$ cat src/rtl/ckpt_move_pkg.sv
package ckpt_move_pkg;
  typedef enum logic [2:0] {
    ST_IDLE   = 3'd0,
    ST_PARK   = 3'd1,  // read source main cell
    ST_GRAB   = 3'd2,  // capture parked value, restore checkpoint
    ST_FETCH  = 3'd3,  // read restored checkpoint
    ST_HOLD   = 3'd4,  // capture checkpoint
    ST_PUTDST = 3'd5,  // write destination
    ST_PUTSRC = 3'd6   // write parked value back to source
  } mv_state_e;

  typedef enum logic {
    SEL_PARKED = 1'b0,
    SEL_CKPT   = 1'b1
  } wr_sel_e;
endpackage

$ cat src/rtl/ckpt_move_ctrl.sv
module ckpt_move_ctrl
  import ckpt_move_pkg::*;
#(
  parameter int AW = 5
) (
  input  logic          clk,
  input  logic          rst,
  input  logic          req_valid,
  input  logic [AW-1:0] req_src,
  input  logic [AW-1:0] req_dst,
  input  logic          req_executed,
  output logic          accept,
  output logic          busy,
  output logic          done,
  output logic          swap_mode,
  output logic          grab_step,
  output logic          hold_step,
  output logic [AW-1:0] src_tag,
  output logic          rd_en,
  output logic [AW-1:0] rd_addr,
  output logic          restore_en,
  output logic [AW-1:0] restore_addr,
  output logic          wr_en,
  output logic [AW-1:0] wr_addr,
  output wr_sel_e       wr_sel
);
  mv_state_e     state_q, state_d;
  logic [AW-1:0] src_q, dst_q;
  logic          exec_q;

  assign accept = (state_q == ST_IDLE) && req_valid;

  always_comb begin
    state_d = state_q;
    unique case (state_q)
      ST_IDLE:   if (req_valid) state_d = ST_PARK;
      ST_PARK:   state_d = ST_GRAB;
      ST_GRAB:   state_d = exec_q ? ST_FETCH : ST_PUTDST;
      ST_FETCH:  state_d = ST_HOLD;
      ST_HOLD:   state_d = ST_PUTDST;
      ST_PUTDST: state_d = exec_q ? ST_PUTSRC : ST_IDLE;
      ST_PUTSRC: state_d = ST_IDLE;
      default:   state_d = ST_IDLE;
    endcase
  end

  always_ff @(posedge clk) begin
    if (rst) begin
      state_q <= ST_IDLE;
      src_q   <= '0;
      dst_q   <= '0;
      exec_q  <= 1'b0;
    end else begin
      state_q <= state_d;
      if (accept) begin
        src_q  <= req_src;
        dst_q  <= req_dst;
        exec_q <= req_executed;
      end
    end
  end

  assign busy         = (state_q != ST_IDLE);
  assign swap_mode    = busy && exec_q;
  assign grab_step    = (state_q == ST_GRAB);
  assign hold_step    = (state_q == ST_HOLD);
  assign src_tag      = src_q;
  assign rd_en        = (state_q == ST_PARK) || (state_q == ST_FETCH);
  assign rd_addr      = src_q;
  assign restore_en   = (state_q == ST_GRAB) && exec_q;
  assign restore_addr = src_q;
  assign wr_en        = (state_q == ST_PUTDST) || (state_q == ST_PUTSRC);
  assign wr_addr      = (state_q == ST_PUTSRC) ? src_q : dst_q;
  assign wr_sel       = ((state_q == ST_PUTDST) && exec_q) ? SEL_CKPT : SEL_PARKED;
  assign done         = ((state_q == ST_PUTDST) && !exec_q) || (state_q == ST_PUTSRC);
endmodule

$ cat src/rtl/ckpt_move_aux.sv
module ckpt_move_aux #(
  parameter int DW = 32
) (
  input  logic          clk,
  input  logic          rst,
  input  logic          start,
  input  logic          grab_step,
  input  logic          hold_step,
  input  logic [DW-1:0] rd_data,
  input  logic          absorb,
  input  logic [DW-1:0] absorb_data,
  output logic [DW-1:0] parked,
  output logic [DW-1:0] ckpt,
  output logic          parked_valid
);
  always_ff @(posedge clk) begin
    if (rst) begin
      parked       <= '0;
      ckpt         <= '0;
      parked_valid <= 1'b0;
    end else begin
      if (start) begin
        parked_valid <= 1'b0;
      end else if (absorb) begin
        parked       <= absorb_data;
        parked_valid <= 1'b1;
      end else if (grab_step && !parked_valid) begin
        parked       <= rd_data;
        parked_valid <= 1'b1;
      end
      if (hold_step) ckpt <= rd_data;
    end
  end
endmodule

$ cat src/rtl/ckpt_move_fwd.sv
module ckpt_move_fwd #(
  parameter int AW = 5,
  parameter int DW = 32
) (
  input  logic          swap_mode,
  input  logic [AW-1:0] src_tag,
  input  logic          parked_valid,
  input  logic [DW-1:0] parked,
  input  logic [AW-1:0] fw_rd_addr,
  input  logic          fw_wr_en,
  input  logic [AW-1:0] fw_wr_addr,
  output logic          fw_rd_hit,
  output logic [DW-1:0] fw_rd_data,
  output logic          fw_wr_hit
);
  assign fw_rd_hit  = swap_mode && parked_valid && (fw_rd_addr == src_tag);
  assign fw_rd_data = parked;
  assign fw_wr_hit  = swap_mode && fw_wr_en && (fw_wr_addr == src_tag);
endmodule

$ cat src/rtl/ckpt_move_seq.sv
module ckpt_move_seq
  import ckpt_move_pkg::*;
#(
  parameter int AW = 5,
  parameter int DW = 32
) (
  input  logic          clk,
  input  logic          rst,
  input  logic          req_valid,
  input  logic [AW-1:0] req_src,
  input  logic [AW-1:0] req_dst,
  input  logic          req_executed,
  output logic          busy,
  output logic          done,
  output logic          rf_rd_en,
  output logic [AW-1:0] rf_rd_addr,
  input  logic [DW-1:0] rf_rd_data,
  output logic          rf_restore_en,
  output logic [AW-1:0] rf_restore_addr,
  output logic          rf_wr_en,
  output logic [AW-1:0] rf_wr_addr,
  output logic [DW-1:0] rf_wr_data,
  input  logic [AW-1:0] fw_rd_addr,
  output logic          fw_rd_hit,
  output logic [DW-1:0] fw_rd_data,
  input  logic          fw_wr_en,
  input  logic [AW-1:0] fw_wr_addr,
  input  logic [DW-1:0] fw_wr_data,
  output logic          fw_wr_hit
);
  logic          accept, swap_mode, grab_step, hold_step, parked_valid;
  logic [AW-1:0] src_tag;
  logic [DW-1:0] parked, ckpt;
  wr_sel_e       wr_sel;

  ckpt_move_ctrl #(.AW(AW)) u_ctrl (
    .clk(clk), .rst(rst),
    .req_valid(req_valid), .req_src(req_src), .req_dst(req_dst),
    .req_executed(req_executed),
    .accept(accept), .busy(busy), .done(done), .swap_mode(swap_mode),
    .grab_step(grab_step), .hold_step(hold_step), .src_tag(src_tag),
    .rd_en(rf_rd_en), .rd_addr(rf_rd_addr),
    .restore_en(rf_restore_en), .restore_addr(rf_restore_addr),
    .wr_en(rf_wr_en), .wr_addr(rf_wr_addr), .wr_sel(wr_sel)
  );

  ckpt_move_aux #(.DW(DW)) u_aux (
    .clk(clk), .rst(rst), .start(accept),
    .grab_step(grab_step), .hold_step(hold_step), .rd_data(rf_rd_data),
    .absorb(fw_wr_hit), .absorb_data(fw_wr_data),
    .parked(parked), .ckpt(ckpt), .parked_valid(parked_valid)
  );

  ckpt_move_fwd #(.AW(AW), .DW(DW)) u_fwd (
    .swap_mode(swap_mode), .src_tag(src_tag),
    .parked_valid(parked_valid), .parked(parked),
    .fw_rd_addr(fw_rd_addr), .fw_wr_en(fw_wr_en), .fw_wr_addr(fw_wr_addr),
    .fw_rd_hit(fw_rd_hit), .fw_rd_data(fw_rd_data), .fw_wr_hit(fw_wr_hit)
  );

  // A write absorbed in the final cycle bypasses straight into the write-back.
  always_comb begin
    if (wr_sel == SEL_CKPT)  rf_wr_data = ckpt;
    else if (fw_wr_hit)      rf_wr_data = fw_wr_data;
    else                     rf_wr_data = parked;
  end
endmodule

$ cat config.mk
export PLATFORM = sky130hd
export DESIGN_NAME = ckpt_move_seq
export DESIGN_NICKNAME = d
export VERILOG_FILES = /design/src/rtl/ckpt_move_pkg.sv /design/src/rtl/ckpt_move_ctrl.sv /design/src/rtl/ckpt_move_aux.sv /design/src/rtl/ckpt_move_fwd.sv /design/src/rtl/ckpt_move_seq.sv
export SDC_FILE = /design/constraint.sdc
export NUM_CORES = 1
export LEC_CHECK = 0
export BUFFER_PORTS_ARGS = -buffer_cell sky130_fd_sc_hd__buf_2
export CAP_MARGIN = 20
export CORE_MARGIN = 2
export CORE_UTILIZATION = 49
export CTS_CLUSTER_DIAMETER = 100
export CTS_CLUSTER_SIZE = 28
export DETAILED_ROUTE_END_ITERATION = 8
export GPL_ROUTABILITY_DRIVEN = 1
export GPL_TIMING_DRIVEN = 0
export PLACE_DENSITY = 0.86
export SYNTH_ARGS = -nofsm -noshare
export SYNTH_HDL_FRONTEND = slang
export SYNTH_SLANG_ARGS = --single-unit
$ cat constraint.sdc
create_clock -name clk -period 2.35 [get_ports clk]
set_clock_uncertainty 0.15 [all_clocks]
set_input_delay 0.1175 -clock clk [delete_from_list [all_inputs] [get_ports clk]]
set_output_delay 0.1175 -clock clk [all_outputs]
set_load 0.005 [all_outputs]
==> impl_metrics.py, run 1 <==
metrics = {
    "outcome": {
        "outcome": "finished clean",
    },
    "worst_setup_path": {
        "worst-r2r-setup-slack_ns": 0.27,
        "cp.required_ns": 2.08,
        "reg2regPathDepth": 7,
        "r2r-start": "u_ctrl.rd_addr[1]$_SDFFE_PP0P_",
        "worstSetupPathType": "reg2out",
        "critPathArrivalTime_ns": 2.02,
        "critPathCaptureType": "primary output",
        "startpoint_type": "flip-flop",
        "critPathMaxFanout": 10,
        "r2r_end": "u_aux.parked[29]$_SDFFE_PP0P_",
    },
    "synth": {
        "synthMuxAreaShare": 0.08905,
        "synth-compound-area-share": 0.2219,
        "yosys_warnings": 0,
        "synth.cell_area_um2": 4229,
        "postSynthAreaPerCell_um2": 7.760,
        "yosysTopAreaCellShare": 0.3740,
        "synth_cells": 545,
        "synth-simple-area-share": 0.2154,
        "synth-xor-area-share": 0.02071,
        "ys_types": 32,
        "synth_top_area_cell": "dfxtp_1",
        "ys_ff_latch": 79,
        "synth_area_leaders": "dfxtp_1 (37%), nand2_1 (8.1%), mux2i_1 (7.6%), a21oi_1 (5.4%), a31oi_1 (4.7%)",
        "synth_fa_ha_area_frac": 0,
        "seq_area_frac_synth": 0.3740,
        "synth_top_family_by_area": "compound AO/OA/AOI/OAI gates",
        "syn_nets": 634,
    },
    "placed_design": {
        "dp_slack_ns": 0.08352,
        "dp_hpwl_mm": 10.26,
        "port_buffers": 173,
        "gp_congestion": 0.8522,
    },
    "pwr": {
        "internal-power_uw": 2209,
        "p_sw_uw": 943.7,
        "p_seq_frac": 0.464,
        "switching_share": 0.2993,
        "irDropWorstVdd_v": 0.0002748,
        "p_leak_uw": 0.002672,
        "p_per_area_nw_per_um2": 503.5,
        "p_total_uw": 3153,
        "power_frac_comb": 0.231,
        "power.share.clock": 0.305,
    },
    "min_path": {
        "hp-class": "in2reg",
        "hp-start": "fw_wr_data[1]",
        "holdPathEnd": "u_aux.parked[1]$_SDFFE_PP0P_",
        "holdPathStages": 3,
    },
    "floorplan": {
        "die_area_um2": 9390,
        "core.rowCount": 33,
        "die_x_um": 96.90,
        "die_h_um": 96.90,
        "core-area_um2": 8299,
        "io_pins": 175,
        "start_util": 0.5096,
    },
    "timing": {
        "worstMarginPinSlew_ns": 0.6969,
        "fmax_mhz": 437.3,
        "setup_viol": 0,
        "slew_headroom": 0.5354,
        "min_period_ns": 2.287,
        "rsz0062_at_grt": "true",
        "setup_ws_ns": 0.06324,
        "maxSlewViolCount": 0,
        "hold_viol_final": 0,
        "finalSetupTns_ns": 0,
        "period_share": 0.9731,
        "fin_hold_ws_ns": 0.005222,
    },
    "layout": {
        "seq_area_um2": 1594,
        "antennaDiodeCount": 0,
        "area_growth_pct": 48.05,
        "multiInputGateArea_um2": 2385,
        "drive_above_1_share": 0.3275,
        "nNetsFinal": 890,
        "fillers": 587,
        "fin_util": 0.7544,
    },
    "clock_tree": {
        "cts_tree": "yes",
        "numCtsBuffers": 9,
        "htree_levels": 3,
        "path_clk_slew_ns": 0.09,
        "clock-sinks": 79,
        "cts_buffer_depth": 2,
        "clk_latency_ns": 0.35,
        "ctsRootBufferMaster": "clkbuf_8",
    },
    "detailed_routing": {
        "drt-total-wl_mm": 16.18,
        "ant_nets": 0,
        "drt_iter0_markers": 376,
        "vias": 5316,
        "dr.pass1.iters": 7,
        "post_drt_wl_per_cell_um": 17.76,
        "routed_via_density": 5.835,
        "drc": 0,
    },
    "grt": {
        "grt_pass1_wl_mm": 25.05,
        "antenna_found_initial": 0,
        "gr-total-overflow": 0,
        "grt_pass1_vias": 5202,
        "grt_max_degree": 14,
        "grt_use_total": 0.3228,
    },
    "run": {
        "drv_cap": 0,
    },
}
[synthesized netlist by cell type]
cell type / n
nand3_1: 35
a211oi_1: 22
mux2_2: 5
buf_6: 1
o21ai_0: 33
a21boi_0: 1
buf_12: 3
nand2_1: 91
a211oi_2: 11
nor3b_4: 1
nand4_1: 2
and4_1: 1
o211ai_1: 1
a31oi_1: 32
mux2i_1: 32
nor2b_1: 3
a21oi_1: 46
and2_1: 2
and3_1: 1
o31a_1: 1
xnor2_1: 10
or3_1: 1
and2b_1: 1
buf_4: 8
dfxtp_1: 79
buf_2: 9
nor3_1: 35
inv_1: 4
o21a_1: 1
a2111oi_0: 1
clkbuf_1: 38
nor2_1: 34
[routing by layer]
metal,share of wire,wire length (µm),vias up,GRT usage
met5,0,0,-,0
met3,0.092,1493,61,0.06214
met4,0.035,559,0,0.1430
li1,-,-,2436,-
met2,0.48,7817,372,0.5540
met1,0.39,6309,2447,0.3913
[cell usage in the layout, fill, tap and decap left out, types with 2 or more instances in the layout]
| cell | instances |
|---|---|
| clkinv_2 | 3 |
| o21ai_0 | 32 |
| a211oi_1 | 22 |
| nand3_1 | 33 |
| xnor2_2 | 4 |
| clkbuf_4 | 5 |
| and2_1 | 2 |
| dfxtp_2 | 4 |
| nand3_4 | 2 |
| buf_6 | 3 |
| buf_4 | 16 |
| clkbuf_8 | 11 |
| dfxtp_4 | 2 |
| nor2_1 | 34 |
| xnor2_1 | 6 |
| clkbuf_2 | 7 |
| buf_12 | 3 |
| nand2_1 | 90 |
| nor3_1 | 35 |
| mux2_2 | 5 |
| dlygate4sd3_1 | 68 |
| inv_1 | 4 |
| clkbuf_1 | 20 |
| a21oi_1 | 46 |
| nor2b_1 | 2 |
| mux2i_1 | 32 |
| a31oi_1 | 31 |
| a211oi_2 | 11 |
| dfxtp_1 | 73 |
| nand4_1 | 2 |
| buf_2 | 182 |
[worst max-delay path: stages, from the launching register on]
cell and delay (ns):
dfxtp_4 0.39, o31a_1 0.23, and3_1 0.18, buf_2 0.20, buf_4 0.21, nand3_1 0.09
a31oi_1 0.21, buf_2 0.15
[metrics by stage]
stage | area (µm²) | std cells
finish | 6261 | 911
global route | 6261 | 911
CTS | 6168 | 910
detailed placement | 5226 | 823
global placement | 5226 | 823
floorplan | 4229 | 545
[state kept, by name (all words and copies together), names as in the netlist]
name,count
u_ctrl.dst_q,5
u_aux.ckpt,32
u_ctrl.state_q,3
u_aux.parked,32
u_ctrl.rd_addr,5
u_ctrl.exec_q,1
u_aux.parked_valid,1
[worst max-delay path by stage]
stage                                   start              to  slack, ns  cells past startpoint
3_5_place_dp   u_ctrl.rd_addr[4]$_SDFFE_PP0P_  rf_wr_data[10]       0.08                      6
4_1_cts        u_ctrl.state_q[0]$_SDFFE_PP0P_   rf_wr_data[2]     -0.003                      6
2_1_floorplan  u_ctrl.rd_addr[1]$_SDFFE_PP0P_  rf_wr_data[10]       0.63                      6
3_3_place_gp   u_ctrl.rd_addr[4]$_SDFFE_PP0P_  rf_wr_data[22]       0.13                      6
5_1_grt            u_ctrl.exec_q$_SDFFE_PP0P_   rf_wr_data[3]      -0.05                      7
6_report           u_ctrl.exec_q$_SDFFE_PP0P_   rf_wr_data[2]       0.06                      7
[power by group through the flow]
stage               Sequential (µW)  Clock, µW  Combinational [µW]
floorplan                      1480          0                 334
global placement               1480          0                 574
detailed placement             1490          0                 586
CTS                            1460        963                 687
global route                   1470       1010                 781
finish                         1460        962                 728
[layout make-up]
type / count / area share
plain buffers: 59 / 0.06015
clock buffers: 11 / 0.02418
clock inverters: 5 / 0.004996
inverters: 4 / 0.002398
multi-input cells: 403 / 0.3809
flip-flops and latches: 79 / 0.2546
well taps: 105 / 0.02098
repair buffers: 245 / 0.2518
[cells by family (layout without fill, tap and decap cells)]
family	count (synthesis)	in the layout
DFF	79	79
muxes	37	37
and+or+nand+nor	207	207
AOI/OAI and AO/OA	149	149
buffers and inverters	63	324
xor gates and xnor gates	10	10
[what timing repair did]
action                                  CTS  global route
endpoints found under the setup margin   32            33
buffers inserted                          3             1
gates resized for setup                  29            34
hold buffers                             68             0
hold endpoints to repair                 74             0
(Power assumes the default switching activity.)
==> run 2, diff against run 1 <==
--- a/config.mk
+++ b/config.mk
@@ -5,16 +5,19 @@
 export SDC_FILE = /design/constraint.sdc
 export NUM_CORES = 1
 export LEC_CHECK = 0
+export ABC_AREA = 1
 export BUFFER_PORTS_ARGS = -buffer_cell sky130_fd_sc_hd__buf_2
 export CAP_MARGIN = 20
 export CORE_MARGIN = 2
-export CORE_UTILIZATION = 49
+export CORE_UTILIZATION = 51
 export CTS_CLUSTER_DIAMETER = 100
 export CTS_CLUSTER_SIZE = 28
 export DETAILED_ROUTE_END_ITERATION = 8
 export GPL_ROUTABILITY_DRIVEN = 1
 export GPL_TIMING_DRIVEN = 0
+export MAX_ROUTING_LAYER = met4
 export PLACE_DENSITY = 0.86
 export SYNTH_ARGS = -nofsm -noshare
 export SYNTH_HDL_FRONTEND = slang
+export SYNTH_HIERARCHICAL = 1
 export SYNTH_SLANG_ARGS = --single-unit
==> run 2 against run 1 <==
The run now ends with setup timing left. Total power rose by 12%. Non-clock buffer count rose by 43. First-iteration DRC count fell by 13%. Setup slack got worse by 0.073 ns. Clock power rose by 5%. Flip-flop and latch count did not move. Critical path type unchanged.
==> impl_metrics.py, run 2 <==
metrics = {
    "outcome": {
        "outcome": "finished, violations left",
        "violations": "setup timing",
    },
    "worst_setup_path": {
        "critPathArrivalTime_ns": 2.09,
        "slowest_delay_ns": 0.36,
        "cp_cell_sequence": "inv_4 -> a21oi_4 -> nand2_1 -> inv_1 -> nand2_1 -> nor2_1 -> nand2_1 -> nor2_4 -> buf_6 -> inv_8 -> buf_4 -> nand2_1 -> nand3_1 -> nand2_1 -> buf_2",
        "worstSetupStartpoint": "u_ctrl/state_q[2]$_SDFFE_PP0P_",
        "r2r-start": "u_ctrl/state_q[2]$_SDFFE_PP0P_",
        "crit_family": "simple AND/OR/NAND/NOR gates",
        "critPathMaxFanout": 6,
        "critPathCaptureType": "primary output",
        "cpMaxStageDelayCell": "dfxtp_4",
        "worst-r2r-setup-slack_ns": 0.16,
        "r2r_end": "u_aux/parked[22]$_SDFFE_PP0P_",
        "endpoint": "rf_wr_data[31]",
        "critical_path_buf_inv_count": 6,
        "reg2regPathDepth": 16,
        "crit_top_cell": "nand2_1",
        "cp.required_ns": 2.08,
        "cp.depth": 15,
        "startpoint_type": "flip-flop",
        "worstSetupPathType": "reg2out",
    },
    "layout": {
        "fin_cells": 1303,
        "fillers": 776,
        "mostFrequentLayoutCells": "nand2_1 (328), buf_2 (180), nor2_1 (146)",
        "layout_commonest_cell": "nand2_1",
        "drive_above_1_share": 0.2530,
        "reg.largest.list": "u_aux/ckpt x32, u_aux/parked x32",
        "seq_area_um2": 1595,
        "nNetsFinal": 1254,
        "antennaDiodeCount": 0,
        "fin_util": 0.7521,
        "area_growth_pct": 44.55,
        "multiInputGateArea_um2": 2407,
    },
    "synth": {
        "synth.cell_area_um2": 5039,
        "ys_ff_latch": 79,
        "yosysMostFrequentCell": "nand2_1",
        "postSynthAreaPerCell_um2": 5.655,
        "synth_top_area_cell": "dfxtp_1",
        "synth_edf_count": 0,
        "ys_types": 23,
        "seq_area_frac_synth": 0.3139,
        "yosysTopAreaCellShare": 0.3139,
        "synth_area_leaders": "dfxtp_1 (31%), nand2_1 (25%), nor2_1 (11%), inv_1 (10%), buf_4 (7.6%)",
        "netlist_top_cells_count": "nand2_1 (335), nor2_1 (146), inv_1 (138), dfxtp_1 (79), buf_4 (51)",
        "yosys_warnings": 6,
        "synth_cells": 891,
        "ys_async_sr_fraction": 0,
        "synth_flop_cell": "dfxtp_1",
        "syn_nets": 980,
    },
    "pwr": {
        "p_leak_uw": 0.004400,
        "p_total_uw": 3534,
        "irDropWorstVdd_v": 0.0003811,
        "p_per_area_nw_per_um2": 485.2,
    },
    "floorplan": {
        "core.rowCount": 36,
        "start_util": 0.5203,
        "io_pins": 175,
        "die_x_um": 103.4,
        "core-area_um2": 9684,
        "die_h_um": 103.4,
        "die_area_um2": 10690,
    },
    "timing": {
        "fmax_mhz": 423.7,
        "finalSetupTns_ns": -0.01547,
        "hold_viol_final": 0,
        "slew_headroom": 0.6433,
        "setup_ws_ns": -0.009948,
        "setup_viol": 2,
        "period_share": 1.004,
        "min_period_ns": 2.360,
        "maxSlewViolCount": 0,
        "rsz0062_at_grt": "true",
        "worstMarginPinSlew_ns": 0.5351,
    },
    "min_path": {
        "hp-class": "in2reg",
    },
    "grt": {
        "grt_max_degree": 14,
        "met3_usage": 0.03831,
        "gr-total-overflow": 0,
        "grt_pass1_wl_mm": 25.45,
        "top_usage_layer": "met2",
        "grt_pass1_vias": 5693,
        "grt_use_total": 0.3123,
        "gr-usage-met2": 0.5414,
        "antenna_found_initial": 0,
        "met1_usage": 0.3719,
    },
    "detailed_routing": {
        "drt_iter0_markers": 326,
        "post_drt_wl_per_cell_um": 12.80,
        "vias": 6187,
        "drt-total-wl_mm": 16.68,
        "routed_via_density": 4.748,
        "ant_nets": 0,
        "drc": 0,
        "dr.pass1.iters": 5,
    },
    "placed_design": {
        "placed_cells": 1198,
        "port_buffers": 174,
        "dp_hpwl_mm": 10.63,
        "gp_congestion": 0.9214,
    },
    "clock_tree": {
        "ctsRootBufferMaster": "clkbuf_8",
        "htree_levels": 3,
        "clock-sinks": 79,
        "numCtsBuffers": 9,
        "cts_tree": "yes",
        "cts_buffer_depth": 2,
        "path_clk_slew_ns": 0.08,
        "clk_latency_ns": 0.35,
    },
    "run": {
        "drv_cap": 0,
    },
}
-- run 2: worst min path at each step --
stage / depth (start not counted) / from / slack [ns] / to
2_1_floorplan: 1 / rst / 0.04 / u_ctrl/state_q[1]$_SDFFE_PP0P_
3_3_place_gp: 3 / req_src[1] / 0.19 / u_ctrl/rd_addr[1]$_SDFFE_PP0P_
3_5_place_dp: 3 / req_src[1] / 0.20 / u_ctrl/rd_addr[1]$_SDFFE_PP0P_
4_1_cts: 5 / fw_wr_data[30] / 0.02 / u_aux/parked[30]$_SDFFE_PP0P_
5_1_grt: 5 / fw_wr_data[31] / 0.05 / u_aux/parked[31]$_SDFFE_PP0P_
6_report: 5 / fw_wr_data[31] / 0.03 / u_aux/parked[31]$_SDFFE_PP0P_
-- run 2: worst register-to-register path, cell delays in order, from the launching register on --
cell      delay (ns)
dfxtp_4         0.36
inv_4           0.06
a21oi_4         0.16
nand2_1         0.07
inv_1           0.05
nand2_1         0.04
nor2_1          0.10
nand2_1         0.09
nor2_4          0.12
buf_4           0.17
inv_2           0.09
nand2_2         0.11
nand2_4         0.11
clkbuf_4        0.22
nand2_1         0.08
nand2_1         0.06
nor2_1          0.12
-- run 2: area by class of cell --
cell class,count,share of cell area
sequential,79,0.2190
clock buffer,11,0.01804
timing repair buffer,263,0.2433
clock inverter,5,0.008074
inverter,144,0.07593
multi-input combinational,584,0.3305
buffer,84,0.08229
tap,133,0.02285
-- run 2: kinds of logic after synthesis --
logic type / after synthesis / share of synthesized area
AND/OR/NAND/NOR: 519 / 0.4006
buffers and inverters: 228 / 0.2190
flip-flops: 79 / 0.3139
AO/OA/AOI/OAI: 63 / 0.06308
XOR/XNOR: 2 / 0.003477
-- run 2: per-layer routing --
layer	wire, µm	part of all wire	up-vias
li1	-	-	3110
met1	6902	0.41	2744
met2	8090	0.49	300
met3	1380	0.083	33
met4	303	0.018	0
met5	0	0	-
-- run 2: repair_timing --
item | in CTS | in global routing
setup buffers | 9 | 0
pin swaps | 8 | 8
hold endpoints to repair | 77 | 0
setup endpoints to repair | 64 | 64
resized for setup | 18 | 33
hold buffers | 78 | 0
cloned | 1 | 1
-- run 2: through the flow --
stage          worst slack [ns]  area [µm²]  hold WS [ns]
2_1_floorplan            0.3395        5039       0.03657
3_3_place_gp            -0.1589        6076        0.1917
3_5_place_dp            -0.1806        6076        0.1966
4_1_cts               -0.008589        7186       0.01527
5_1_grt                 -0.1411        7283       0.04867
6_report              -0.009948        7283       0.02733
-- run 2: report_power, final --
group	total [µW]	leakage, µW	internal, µW	switching [µW]
clock	1010	0.0000895	492	521
sequential	1530	0.000646	1450	76.7
combinational	992	0.00367	490	502
total	3530	0.00440	2430	1100
